--- src/rtl/iopt_pkg.sv ---
package iopt_pkg;

    localparam int VA_W        = 32;
    localparam int PA_W        = 36;
    localparam int ENT_W       = 32;
    localparam int ENT_BYTES   = ENT_W / 8;
    localparam int PG_SH       = 12;
    localparam int PPN_W       = PA_W - PG_SH;
    localparam int TBL_SH      = PA_W - VA_W;
    localparam int IDX_SH      = PG_SH - 2;
    localparam int WIN_LOG_MIN = 24;
    localparam int CODE_W      = 3;

    localparam int STS_ERR  = 31;
    localparam int STS_LATE = 30;
    localparam int STS_RSV  = 23;
    localparam int STS_RD   = 18;
    localparam int STS_FAV  = 17;

    typedef enum logic [1:0] {
        ST_IDLE  = 2'd0,
        ST_FETCH = 2'd1,
        ST_RESP  = 2'd2
    } xl_state_e;

    typedef struct packed {
        logic [PPN_W-1:0] ppn;
        logic             cacheable;
        logic [3:0]       spare;
        logic             wr_ok;
        logic             valid;
        logic             waz;
    } pte_t;

    typedef struct packed {
        logic            fault;
        logic            perm_rw;
        logic [PA_W-1:0] pa;
    } xl_result_t;

    function automatic logic [VA_W-1:0] window_base(input logic [CODE_W-1:0] code);
        logic [VA_W-1:0] ones;
        ones = '1;
        return ones << (WIN_LOG_MIN + int'(code));
    endfunction

    function automatic logic [VA_W-1:0] page_of(input logic [VA_W-1:0] va);
        return {va[VA_W-1:PG_SH], {PG_SH{1'b0}}};
    endfunction

    function automatic logic [31:0] fault_word(input logic is_read);
        logic [31:0] w;
        w           = '0;
        w[STS_ERR]  = 1'b1;
        w[STS_LATE] = 1'b1;
        w[STS_RSV]  = 1'b1;
        w[STS_FAV]  = 1'b1;
        w[STS_RD]   = is_read;
        return w;
    endfunction

endpackage

--- src/rtl/iopt_ent_addr.sv ---
module iopt_ent_addr
    import iopt_pkg::*;
(
    input  logic [VA_W-1:0]   tbl_base,
    input  logic [CODE_W-1:0] win_code,
    input  logic [VA_W-1:0]   va,
    output logic [PA_W-1:0]   ent_addr
);
    logic [VA_W-1:0] win_start;
    logic [VA_W-1:0] in_win;
    logic [VA_W-1:0] idx_bytes;

    always_comb begin
        win_start = window_base(win_code);
        in_win    = page_of(va) & ~win_start;
        idx_bytes = (in_win >> IDX_SH) & ~(VA_W'(3));
        ent_addr  = {tbl_base, {TBL_SH{1'b0}}} + PA_W'(idx_bytes);
    end
endmodule

--- src/rtl/iopt_ent_check.sv ---
module iopt_ent_check
    import iopt_pkg::*;
(
    input  logic [ENT_W-1:0] raw_word,
    input  logic [VA_W-1:0]  va,
    input  logic             is_write,
    output xl_result_t       result
);
    logic [ENT_W-1:0] native;
    pte_t             pte;

    for (genvar b = 0; b < ENT_BYTES; b++) begin : g_lane
        assign native[ENT_W-1-8*b -: 8] = raw_word[8*b +: 8];
    end

    assign pte = pte_t'(native);

    always_comb begin
        result.fault   = !pte.valid || (is_write && !pte.wr_ok);
        result.perm_rw = 1'b0;
        result.pa      = '0;
        if (!result.fault) begin
            result.perm_rw = pte.wr_ok;
            result.pa      = {pte.ppn, va[PG_SH-1:0]};
        end
    end
endmodule

--- src/rtl/iopt_xlate_engine.sv ---
module iopt_xlate_engine
    import iopt_pkg::*;
(
    input  logic                clk,
    input  logic                rst,
    input  logic                req_valid,
    output logic                req_ready,
    input  logic [VA_W-1:0]     req_addr,
    input  logic                req_write,
    input  logic [VA_W-1:0]     tbl_base,
    input  logic [CODE_W-1:0]   win_code,
    output logic                mem_req_valid,
    input  logic                mem_req_ready,
    output logic [PA_W-1:0]     mem_req_addr,
    input  logic                mem_rsp_valid,
    input  logic [ENT_W-1:0]    mem_rsp_data,
    output logic                rsp_valid,
    input  logic                rsp_ready,
    output logic                rsp_fault,
    output logic                rsp_perm_rw,
    output logic [PA_W-1:0]     rsp_pa,
    output logic                fault_push,
    output logic [31:0]         fault_status,
    output logic [VA_W-1:0]     fault_addr
);
    xl_state_e       st_q;
    logic [VA_W-1:0] va_q;
    logic            wr_q;
    logic [PA_W-1:0] ea_q;
    logic            issued_q;
    xl_result_t      res_q;
    logic            push_q;
    logic [31:0]     sts_q;
    logic [VA_W-1:0] fadr_q;

    logic [PA_W-1:0] ea_w;
    xl_result_t      chk_w;

    iopt_ent_addr u_addr (
        .tbl_base (tbl_base),
        .win_code (win_code),
        .va       (req_addr),
        .ent_addr (ea_w)
    );

    iopt_ent_check u_check (
        .raw_word (mem_rsp_data),
        .va       (va_q),
        .is_write (wr_q),
        .result   (chk_w)
    );

    always_ff @(posedge clk) begin
        if (rst) begin
            st_q     <= ST_IDLE;
            va_q     <= '0;
            wr_q     <= 1'b0;
            ea_q     <= '0;
            issued_q <= 1'b0;
            res_q    <= '0;
            push_q   <= 1'b0;
            sts_q    <= '0;
            fadr_q   <= '0;
        end else begin
            push_q <= 1'b0;
            case (st_q)
                ST_IDLE: begin
                    if (req_valid) begin
                        va_q     <= req_addr;
                        wr_q     <= req_write;
                        ea_q     <= ea_w;
                        issued_q <= 1'b0;
                        st_q     <= ST_FETCH;
                    end
                end
                ST_FETCH: begin
                    if (!issued_q && mem_req_ready) begin
                        issued_q <= 1'b1;
                    end
                    if (issued_q && mem_rsp_valid) begin
                        res_q  <= chk_w;
                        push_q <= chk_w.fault;
                        if (chk_w.fault) begin
                            sts_q  <= fault_word(!wr_q);
                            fadr_q <= page_of(va_q);
                        end
                        st_q <= ST_RESP;
                    end
                end
                ST_RESP: begin
                    if (rsp_ready) begin
                        st_q <= ST_IDLE;
                    end
                end
                default: st_q <= ST_IDLE;
            endcase
        end
    end

    assign req_ready     = (st_q == ST_IDLE);
    assign mem_req_valid = (st_q == ST_FETCH) && !issued_q;
    assign mem_req_addr  = ea_q;
    assign rsp_valid     = (st_q == ST_RESP);
    assign rsp_fault     = res_q.fault;
    assign rsp_perm_rw   = res_q.perm_rw;
    assign rsp_pa        = res_q.pa;
    assign fault_push    = push_q;
    assign fault_status  = sts_q;
    assign fault_addr    = fadr_q;

    AST_BUSY_AFTER_ACCEPT: assert property (@(posedge clk) disable iff (rst)
        (req_valid && req_ready) |=> !req_ready);

    AST_MEMREQ_HOLD: assert property (@(posedge clk) disable iff (rst)
        (mem_req_valid && !mem_req_ready) |=> (mem_req_valid && $stable(mem_req_addr)));

    AST_SINGLE_FETCH: assert property (@(posedge clk) disable iff (rst)
        (mem_req_valid && mem_req_ready) |=> !mem_req_valid);

    AST_RSP_HOLD: assert property (@(posedge clk) disable iff (rst)
        (rsp_valid && !rsp_ready) |=> (rsp_valid && $stable(rsp_pa)
                                       && $stable(rsp_fault) && $stable(rsp_perm_rw)));

    AST_FAULT_ZERO_PA: assert property (@(posedge clk) disable iff (rst)
        (rsp_valid && rsp_fault) |-> (rsp_pa == '0 && !rsp_perm_rw));

    AST_PUSH_PULSE: assert property (@(posedge clk) disable iff (rst)
        fault_push |=> !fault_push);

    AST_PUSH_WITH_RSP: assert property (@(posedge clk) disable iff (rst)
        fault_push |-> (rsp_valid && rsp_fault && !$past(rsp_valid)));

    AST_STATUS_BITS: assert property (@(posedge clk) disable iff (rst)
        fault_push |-> (fault_status[STS_ERR] && fault_status[STS_LATE]
                        && fault_status[STS_RSV] && fault_status[STS_FAV]));

endmodule

--- config.mk ---
export PLATFORM = sky130hd
export DESIGN_NAME = iopt_xlate_engine
export DESIGN_NICKNAME = d
export VERILOG_FILES = /design/src/rtl/iopt_pkg.sv /design/src/rtl/iopt_ent_addr.sv /design/src/rtl/iopt_ent_check.sv /design/src/rtl/iopt_xlate_engine.sv
export SDC_FILE = /design/constraint.sdc
export NUM_CORES = 1
export LEC_CHECK = 0
export BUFFER_PORTS_ARGS = -buffer_cell sky130_fd_sc_hd__buf_2
export CAP_MARGIN = 40
export CORE_ASPECT_RATIO = 1.2
export CORE_MARGIN = 3
export CORE_UTILIZATION = 45
export CTS_CLUSTER_SIZE = 25
export DETAILED_ROUTE_END_ITERATION = 8
export GPL_TIMING_DRIVEN = 0
export PLACE_DENSITY = 0.87
export SLEW_MARGIN = 20
export SYNTH_ARGS = -nofsm -noshare
export SYNTH_HDL_FRONTEND = slang
export SYNTH_SLANG_ARGS = --single-unit
--- constraint.sdc ---
create_clock -name clk -period 4.3 [get_ports clk]
set_input_delay 0.43 -clock clk [delete_from_list [all_inputs] [get_ports clk]]
set_output_delay 0.43 -clock clk [all_outputs]
set_load 0.005 [all_outputs]
; After elaboration in Yosys (flattened, before gate mapping)
; Index checks and enable logic that the tools add are counted.
[classes]
add_sub_neg = 2
multipliers = 0
div_mod_pow = 0
n_lt_le_gt_ge = 0
eq_ne = 6
n_shift = 1
muxes = 8
bitwise = 4
reduce_logical = 17
[ops]
columns = op, count
row1 = $mux W37, 1
row2 = $add A36 B22 Y36, 1
row3 = $and A32 B32 Y32, 1
row4 = $not A32 Y32, 1
row5 = $shl A32 B32 Y32 const A, 1
row6 = $reduce_and A3 Y1, 3
row7 = $add A5 B3 Y6 const A, 1
row8 = $mux W2, 3
row9 = $ne A2 B2 Y1 const B, 3
row10 = $pmux W2 S3, 1
row11 = $logic_and A1 B1 Y1, 4
row12 = $logic_not A1 Y1, 4
row13 = $reduce_and A2 Y1, 2
row14 = $reduce_or A3 Y1, 1
row15 = $eq A2 B1 Y1 const B, 1
row16 = $eq A2 B2 Y1 const B, 1
row17 = $logic_not A2 Y1, 1
row18 = $mux W1, 2
row19 = $ne A2 B1 Y1 const B, 1
row20 = $not A1 Y1, 2
row21 = $pmux W1 S2, 1
row22 = $reduce_bool A2 Y1, 1
row23 = $logic_or A1 B1 Y1, 1
[totals]
regBits = 134
latch_bits = 0
mem_bits_rw = 0
mem_bits_ro = 0
in_bits = 106
output_inout_bits = 142
elab_cells = 49
memories = 0

; Longest topological paths before layout
; Gate-level depths: netlist of run 1.
[depth]
ltp_word = 5
mapped_depth = 10
depth_no_buf = 9

; Modules after synthesis
; A second synthesis of run 1 with hierarchy kept.
[hier_totals]
hier_cells = 841
area_unflattened_um2 = 6562.5
[by_module_without_submodules]
columns = module, instances, cells_per_inst, area_each_um2, seq_area_each_um2
row1 = iopt_xlate_engine, 1, 627, 4998.5, 2662.6
row2 = iopt_ent_addr, 1, 167, 1251.2, 0.0
row3 = iopt_ent_check, 1, 47, 312.8, 0.0

; Worst setup path after synthesis of run 1
; Ideal clock, no wire load.
[synth_path]
path_kind = input to register
startpoint = input port win_code[0]
endpoint = register ea_q[26] (netlist: mem_req_addr[26])
setup_time_ns = 0.088
t_arrival_ns = 2.375
required_ns = 4.212
setup_slack_ns = 1.837
path_stages = 8
path_buffers = 0
cell_sequence = o31a_1 -> ha_1 -> nand2_1 -> o21ai_1 -> a311oi_2 -> a211o_1 -> or3_1 -> a311oi_2
[synth_via]
elab_chain_cells = 5
[synth_lines]
columns = item, line_no
row1 = "start, declared", iopt_xlate_engine.sv:11  ; input logic [CODE_W-1:0] win_code,
row2 = $add A5 B3 Y6, iopt_pkg.sv:44  ; return ones << (WIN_LOG_MIN + int'(code));
row3 = $shl A32 B32 Y32, iopt_pkg.sv:44
row4 = $not A32 Y32, iopt_ent_addr.sv:15  ; in_win = page_of(va) & ~win_start;
row5 = $and A32 B32 Y32, iopt_ent_addr.sv:15
row6 = $add A36 B22 Y36, iopt_ent_addr.sv:17  ; ent_addr = {tbl_base, {TBL_SH{1'b0}}} + PA_W'(idx_bytes);
row7 = "end signal, assigned", iopt_xlate_engine.sv:71  ; ea_q <= ea_w;
row8 = "end, declared", iopt_xlate_engine.sv:29  ; logic [PA_W-1:0] ea_q;
; No other way between the ends.
; A chain may end at the register's enable or synchronous reset.

; Final worst setup path of run 1
; Ends and elaborated chain as after synthesis.

==> metrics, run 1 <==
global-route track usage on met1=27.6%; DR iter-0 viols=544; clk root buf=clkbuf_16; measured slew at the worst slew-check pin=0.715 ns; Worst Setup End Kind=flop; clock sink total=129; share of layout cells above drive strength 1=29.4%; final setup fails=0; final WL=19.1 mm; DRC viols=0; post-route setup TNS=0 ns; max-cap viol count=0; GRT Max-Usage Layer=met2; grt met3 use=6.45%; Clock Path Buffers=2; Worst-path clk slew=0.06 ns; DIE WIDTH=112 microns; GR Util met2=44.8%; dpl cell area=0.00744 sq mm; Setup Fix Bufs, Post-CTS=0; I/O Buffers=199; via count=6248; Post-Syn Instances=737; CTS tree=done; CP top delay family=compound AO/OA/AOI/OAI gates; total power=3.32 mW; Tmin final=2.42 ns; leading post-synthesis cells by cell area=dfxtp_1, nand2_1, a21oi_1; largest area contributor in the netlist=dfxtp_1; Hold Violations, Final=0; I/O Pins=248; Total GRT Usage=24.3%; Seq/Total Area, Yosys=42.4%; CTS Hold Bufs=0; Leak=3.74 nW; routed len/inst=16.3 microns; First-pass DRT Iterations=5; Worst EP required=4.63 ns; count leader, synth=nand2_1; CP max stage delay=0.38 ns; CTS Buf Count=17; final design utilization=62.5%; Layout area overhead=33.1%; Mapped Area=0.00608 sq mm; RSZ-0062 raised after global routing=false; Setup Skew=0.00778 ns; pin count of the biggest net entering global routing=17; crit-path cells=buf_2 > o31a_1 > ha_1 > nand2_1 > o21ai_1 > a311oi_2 > a211o_1 > or3_1 > a311oi_2; ys async rst share=0%; Post-synth EDFFs=0; Worst Setup Path Type=primary input to flop; die area=0.0150 sq mm; Antenna Nets Post-Route=0; post-cts gate resize count=0; Synth top area share=42.4%; Final HPWL DP=14.8 mm; max frequency=0.413 GHz; initial core utilization=47.0%; fin. max-slew vios=0; final instance area=0.00810 sq mm; IR Drop Worst-Case VDD=238 uV; status=complete, no violations; hold crit path type=primary input to flop; FF-to-FF setup slack=1.99 ns; Final nets=1119; global-route wire length before repair=29.3 mm; YS warnings=0; Synth Area per Inst=8.26 sq um; routability cong.=0.919; Critical Path AT=2.75 ns; Synth Register Bits=129; n_diodes=0; number of global-route vias before repair=5786; row count=45; H-tree lvl count=4; via/cell ratio=5.33; Most common cell on crit path=a311oi_2; pwr/cell area=411 mW/mm^2; CP max stage cell=a211o_1; part of the cycle the worst path needs=56.3%; core area=0.0129 sq mm; insertion delay to the later sink of the worst-skew pair=0.41 ns; Netlist cell types=62; Synth Flop Type=dfxtp_1; worst rel slew slack=52.4%; WP buf/inv=1; maximum fanout along the worst path=5; crit start category=primary input; Die Height=133 microns; top cells by count, synth=nand2_1, dfxtp_1, a21oi_1; antenna violations before repair=1; Overflow after GRT=0
==> sequential cells by signal, summed over array words and instances (netlist names), 2 cells and up <==
name	count
fault_addr	20
fault_status	2
st_q	2
mem_req_addr	32
rsp_pa	36
va_q	32
==> final cells by class <==
cell class	instances	area, sq um
clock buffer	20	457
fill	1183	4850
multi-input combinational	551	3100
inverter	6	22.5
buffer	91	526
timing repair buffer	199	996
sequential	129	2580
clock inverter	12	204
tap	164	205
==> per-layer routing <==
metal	part of all wire [%]	vias to the layer above
met1	39	2926
met5	0.10	-
met3	7.8	29
met2	51	281
li1	-	3010
met4	1.9	2
==> report_power, final <==
part / internal (mW) / switching (mW) / total (mW)
clock: 1.06 / 0.539 / 1.60
sequential: 1.25 / 0.0281 / 1.27
combinational: 0.188 / 0.261 / 0.449
==> final timing paths <==
kind                  startpoint          endpoint  depth (start not counted)
setup / recovery     win_code[0]  mem_req_addr[26]                          9
setup reg to reg         st_q[0]         rsp_pa[3]                          5
hold reg to reg   fault_addr[25]    fault_addr[25]                          2
hold / removal      req_addr[11]          va_q[11]                          3
==> metrics by stage <==
| stage | hold slack [ns] | std cells | setup WS, ns |
|---|---|---|---|
| final | 0.258 | 1172 | 1.88 |
| after global placement | 0.437 | 1140 | 1.50 |
| after CTS | 0.246 | 1172 | 1.91 |
| after detailed placement | 0.443 | 1140 | 1.50 |
| after global routing | 0.254 | 1172 | 1.70 |
| after floorplan | 0.432 | 777 | 1.84 |
==> worst min-delay path, cell delays in order <==
cell and delay, ns:
buf_2 0.09, nand2_1 0.04, a21oi_1 0.05
==> logic make-up after synthesis <==
family                     after synthesis  synth area share (%)
buffers and inverters                   97                  9.01
other                                    1                0.0616
adders and majority gates               18                  3.82
and+or+nand+nor                        272                  19.7
AOI/OAI and AO/OA                      202                  22.3
xor gates and xnor gates                16                  2.30
muxes                                    2                 0.329
DFF                                    129                  42.4
==> cell usage in the layout, fill, tap and decap left out, drive strengths merged, types with 7 or more instances in the layout <==
cell    instances
buf           251
nor2           70
a21oi          80
a211oi         18
o21ai          17
dfxtp         129
a21o           12
xnor2          14
ha             17
clkbuf         59
nand3          12
a31oi           7
conb           41
inv             7
a22oi          37
nand2         143
and3           12
Note: power is estimated with default switching activity, not from simulation.
==> run 2: changes to the inputs <==
- ABC_AREA: not set -> 1
- PLACE_DENSITY: 0.87 -> 0.86
- clock period: 4.3 -> 2.45 ns (I/O delays scaled with it)
==> run 2 against run 1 <==
Against the previous run: synthesized area grew 11%; hold slack lost 0.19 ns; via count grew 11%; critical path type unchanged; highest routed layer is now met4.
==> metrics, run 2 <==
Inst Count DP=1448; maximum fanout along the worst path=4; top cells by count, synth=nand2_1, nor2_1, dfxtp_1; I/O Buffers=199; Synth Flop Type=dfxtp_1; Layout area overhead=30.1%; crit-path cells=buf_2 > nor2_1 > a21boi_0 > ha_1 > nand2_1 > nor2_1 > nand3_1 > nand2_1 > nand2_1 > nand3_1 > nand3_1 > nand2_1 > inv_1; Worst Hold End=rsp_pa[33]; Worst EP required=2.77 ns; Synth Register Bits=129; worst hold start=mem_rsp_data[5]; pwr/cell area=663 mW/mm^2; leading post-synthesis cells by cell area=dfxtp_1, nand2_1, nor2_1; status=complete, no violations; largest area contributor in the netlist=dfxtp_1; I/O Pins=248; commonest non-fill, non-tap cells in the layout=nand2_1, buf_2, nor2_1; count leader, synth=nand2_1; CP max stage delay=0.37 ns; Final nets=1391; clock sink total=129; Comb pwr share=15.2%; Synth top area share=38.3%; final WL=20.4 mm; RSZ-0062 raised after global routing=false; Hold Violations, Final=0; Worst-path clk slew=0.06 ns; Seq pwr share=38.9%; Sw Ratio=26.6%; die area=0.0165 sq mm; Final HPWL DP=16.3 mm; sw power=1.55 mW; routed len/inst=13.8 microns; Netlist cell types=41; Leak=4.83 nW; insertion delay to the later sink of the worst-skew pair=0.42 ns; Setup Fix Bufs, Post-CTS=0; max frequency=0.577 GHz; CTS tree=done; crit start category=primary input; Synth Area per Inst=6.69 sq um; share of layout cells above drive strength 1=25.2%; Die Height=140 microns; FF-to-FF setup slack=0.90 ns; Tmin final=1.73 ns; YS warnings=0; R2R Path End=fault_addr[24]; routability cong.=0.966; DR iter-0 viols=368; CP startpoint=win_code[1]; worst rel slew slack=58.7%; core area=0.0145 sq mm; Critical Path AT=2.05 ns; CP top delay family=simple AND/OR/NAND/NOR gates; IR Drop Worst-Case VDD=347 uV; First-pass DRT Iterations=5; R2R cell count=10; Non-Filler Instances=1480; DIE WIDTH=118 microns; WHS Path Cells=3; DRC viols=0; n_diodes=0; post-cts gate resize count=0; Mapped Area=0.00675 sq mm; Clock Path Buffers=2; WP buf/inv=2; Seq/Total Area, Yosys=38.3%; CTS Hold Bufs=0; H-tree lvl count=4; Most common cell on crit path=nand2_1; Setup Skew=0.00814 ns; via/cell ratio=4.70; Post-synth EDFFs=0; final setup fails=0; antenna violations before repair=0; CP max stage cell=ha_1; power share of the clock group=45.9%; hold crit path type=primary input to flop; number of global-route vias before repair=6580; most common cell after layout, fill and taps aside=nand2_1; max-cap viol count=0; part of the cycle the worst path needs=70.7%; post-route setup TNS=0 ns; Worst Setup End Kind=flop; internal power=4.27 mW; Antenna Nets Post-Route=0; pin count of the biggest net entering global routing=17; max FFs per register=36; measured slew at the worst slew-check pin=0.619 ns; ys async rst share=0%; Total GRT Usage=24.4%; fin. max-slew vios=0; Worst R2R Start=st_q[0]; row count=48; Worst Setup Path Type=primary input to flop; Post-Syn Instances=1009; via count=6961; global-route wire length before repair=32.3 mm; CTS Buf Count=17; Overflow after GRT=0; initial core utilization=46.4%; clk root buf=clkbuf_16
==> run 2: cell types whose count changed after synthesis, sizes merged, moves of 17 or more <==
| cell | previous run | this run |
|---|---|---|
| a21oi | 80 | 53 |
| a211oi | 18 | 1 |
| nand2 | 143 | 246 |
| nand3 | 12 | 37 |
| clkbuf | 39 | 17 |
| nor2 | 70 | 210 |
| inv | 6 | 109 |
| o21ai | 17 | 76 |
| a22oi | 37 | 0 |
==> run 2: layout make-up <==
cell class              instances  area (sq um)
clock buffers                  21           480
flip-flops and latches        129          2580
clock inverters                11           151
inverters                     109           412
multi-input cells             727          3360
repair buffers                199           996
fillers                      1364          5760
well taps                     200           250
plain buffers                  84           548
==> run 2: metal layers <==
metal  share of wire, %  GRT usage, %
met5                  0             0
met4                3.4          11.1
met3                6.7          5.05
met2                 50          44.5
met1                 40          27.3
==> run 2: worst max-delay path by stage <==
stage	slack [ns]	end	cells past startpoint
floorplan	0.79	mem_req_addr[24]	15
global placement	0.34	mem_req_addr[30]	12
detailed placement	0.33	mem_req_addr[30]	12
CTS	0.76	mem_req_addr[22]	12
global route	0.53	mem_req_addr[30]	12
finish	0.72	mem_req_addr[24]	13
==> run 2: power groups by stage <==
stage | clock [mW] | sequential (mW) | combinational [mW]
2_1_floorplan | 0 | 2.30 | 0.552
3_3_place_gp | 0 | 2.30 | 0.863
3_5_place_dp | 0 | 2.31 | 0.874
4_1_cts | 2.71 | 2.26 | 0.883
5_1_grt | 2.81 | 2.27 | 0.990
6_report | 2.67 | 2.26 | 0.884
==> run 2: stage by stage <==
step / power (mW) / area, sq um / worst slack (ns) / util, % / hold WS [ns]
6_report: 5.82 / 8780 / 0.718 / 60.4 / 0.0636
5_1_grt: 6.07 / 8780 / 0.533 / 60.4 / 0.0631
4_1_cts: 5.85 / 8780 / 0.762 / 60.4 / 0.0516
3_5_place_dp: 3.18 / 8140 / 0.325 / 56.0 / 0.427
3_3_place_gp: 3.17 / 8140 / 0.342 / 56.0 / 0.422
2_1_floorplan: 2.86 / 6900 / 0.787 / - / 0.386
==> run 2: cells by family after synthesis <==
group,share of synthesized area (%)
adder cells (fa/ha/maj),3.45
flip-flops,38.3
buffers and inverters,14.2
XOR/XNOR,1.95
AND/OR/NAND/NOR,31.0
AO/OA/AOI/OAI,11.0
other,0.0556
==> run 2: tightest hold or removal path: stages <==
cell and delay (ns):
buf_2 0.09, nand2_1 0.05, a21oi_1 0.05
==> run 3: changes to the inputs <==
- PLACE_DENSITY: 0.86 -> 0.89
- clock period: 2.45 -> 1.5 ns (I/O delays scaled with it)
==> run 3 against run 2 <==
Against the previous run: the run now ends with setup timing left; power up 71%; via count rose by 12%; global-route usage grew 4.2 points; hold slack got worse by 0.062 ns; routed wire length rose by 28%; highest routed layer unchanged; critical endpoint is now fault_addr[14]; critical path depth decreased by 3; final area increased by 11%; cell count increased by 3.2%; sequential share of layout area shrank 2.8 points; flip-flop and latch count is the same.
==> metrics, run 3 (synthesized netlist as in run 2, its figures left out) <==
clk root buf=clkbuf_16; Min Hold Slack=0.00199 ns; Leak=5.10 nW; CP top delay family=simple AND/OR/NAND/NOR gates; commonest non-fill, non-tap cells in the layout=nand2_1, buf_2, nor2_1; routed len/inst=17.2 microns; WP buf/inv=5; DIE WIDTH=118 microns; status=finished with violations; routability cong.=0.898; maximum fanout along the worst path=10; GRT Max-Usage Layer=met2; GR Util met2=55.4%; max-cap viol count=0; max frequency=0.625 GHz; total power=9.94 mW; global-route wire length before repair=37.6 mm; crit start category=flop; final instance area=0.00970 sq mm; Worst EP required=1.80 ns; insertion delay to the later sink of the worst-skew pair=0.43 ns; Layout area overhead=43.8%; IR Drop Worst-Case VDD=738 uV; Clock Path Buffers=2; grt met3 use=7.55%; pwr/cell area=1020 mW/mm^2; Hold Violations, Final=0; most common cell after layout, fill and taps aside=nand2_1; CTS Buf Count=17; Setup Skew=0.0103 ns; Total GRT Usage=28.7%; RSZ-0062 raised after global routing=true; DR iter-0 viols=665; CP max stage delay=0.35 ns; hold crit path type=primary input to flop; n_diodes=0; post-route setup TNS=-0.913 ns; Non-Filler Instances=1528; Inst Count DP=1448; via count=7770; final design utilization=66.8%; clock sink total=129; initial core utilization=46.4%; number of global-route vias before repair=7441; Final nets=1439; Critical Path AT=1.90 ns; worst rel slew slack=43.0%; measured slew at the worst slew-check pin=0.854 ns; Worst-path clk slew=0.06 ns; I/O Buffers=199; min setup slack post-route=-0.101 ns; dpl cell area=0.00820 sq mm; die area=0.0165 sq mm; part of the cycle the worst path needs=107%; global-route track usage on met1=27.7%; I/O Pins=248; final setup fails=30; Tmin final=1.60 ns; H-tree lvl count=4; Final HPWL DP=16.7 mm; crit-path cells=inv_1 > nor2_2 > inv_2 > nor2_4 > inv_4 > nor2_4 > inv_2 > buf_6 > nor2_2 > nor2_1; pin count of the biggest net entering global routing=17; via/cell ratio=5.09; Die Height=140 microns; Overflow after GRT=0; DRC viols=0; Worst Setup End Kind=flop; antenna violations before repair=0; max FFs per register=36; Setup WS pre-CTS=-0.485 ns; core area=0.0145 sq mm; failing checks=setup timing; Antenna Nets Post-Route=0; CTS tree=done; share of layout cells above drive strength 1=31.5%; fin. max-slew vios=0; CP max stage cell=dfxtp_2; final WL=26.2 mm; First-pass DRT Iterations=8; Worst Setup Path Type=flop to flop; row count=48
-- run 3: cell count changes in the layout (fill, tap and decap cells not counted), moves of 8 or more --
cell and change:
a21oi_1 -30, buf_4 +10, nand2_1 -14, a21oi_2 +30
buf_2 -11, dlygate4sd3_1 +38, ha_1 -8, ha_4 +8
nor2_1 -18, nand2_2 +10, nor2_2 +15
-- run 3: cell type report --
cell class / count / area (sq um)
clock buffers: 18 / 429
inverters: 109 / 417
flip-flops and latches: 129 / 2580
multi-input cells: 727 / 3740
fillers: 1200 / 4830
plain buffers: 84 / 599
repair buffers: 247 / 1490
clock inverters: 14 / 203
well taps: 200 / 250
-- run 3: path summary, 6_finish.rpt --
check              start          endpoint  slack [ns]  cells past startpoint
max              st_q[0]    fault_addr[14]       -0.10                     10
min          req_addr[0]           va_q[0]       0.002                      3
max reg2reg      st_q[0]    fault_addr[14]       -0.10                     10
min reg2reg         wr_q  fault_status[18]        0.45                      1
-- run 3: metal layers --
metal  routed length, microns  vias up
li1                         -     3659
met1                     8960     3505
met2                    13400      455
met3                     2100      151
met4                     1700        0
met5                        0        -
-- run 3: report_power, final --
part | switching [mW] | internal [mW]
combinational | 1.03 | 0.718
sequential | 0.103 | 3.61
clock | 1.68 | 2.81
-- run 3: tightest hold or removal path, cell delays in order --
cell     delay [ns]
buf_2          0.07
o21ai_0        0.08
nor2_1         0.09
-- run 3: what timing repair did --
item                                    CTS  global route
buffers inserted                          1             7
gates cloned                              0             2
endpoints found under the setup margin   48           106
hold endpoints to repair                 38             0
resized for setup                        13           105
hold buffers                             38             0
pin swaps                                 3            25
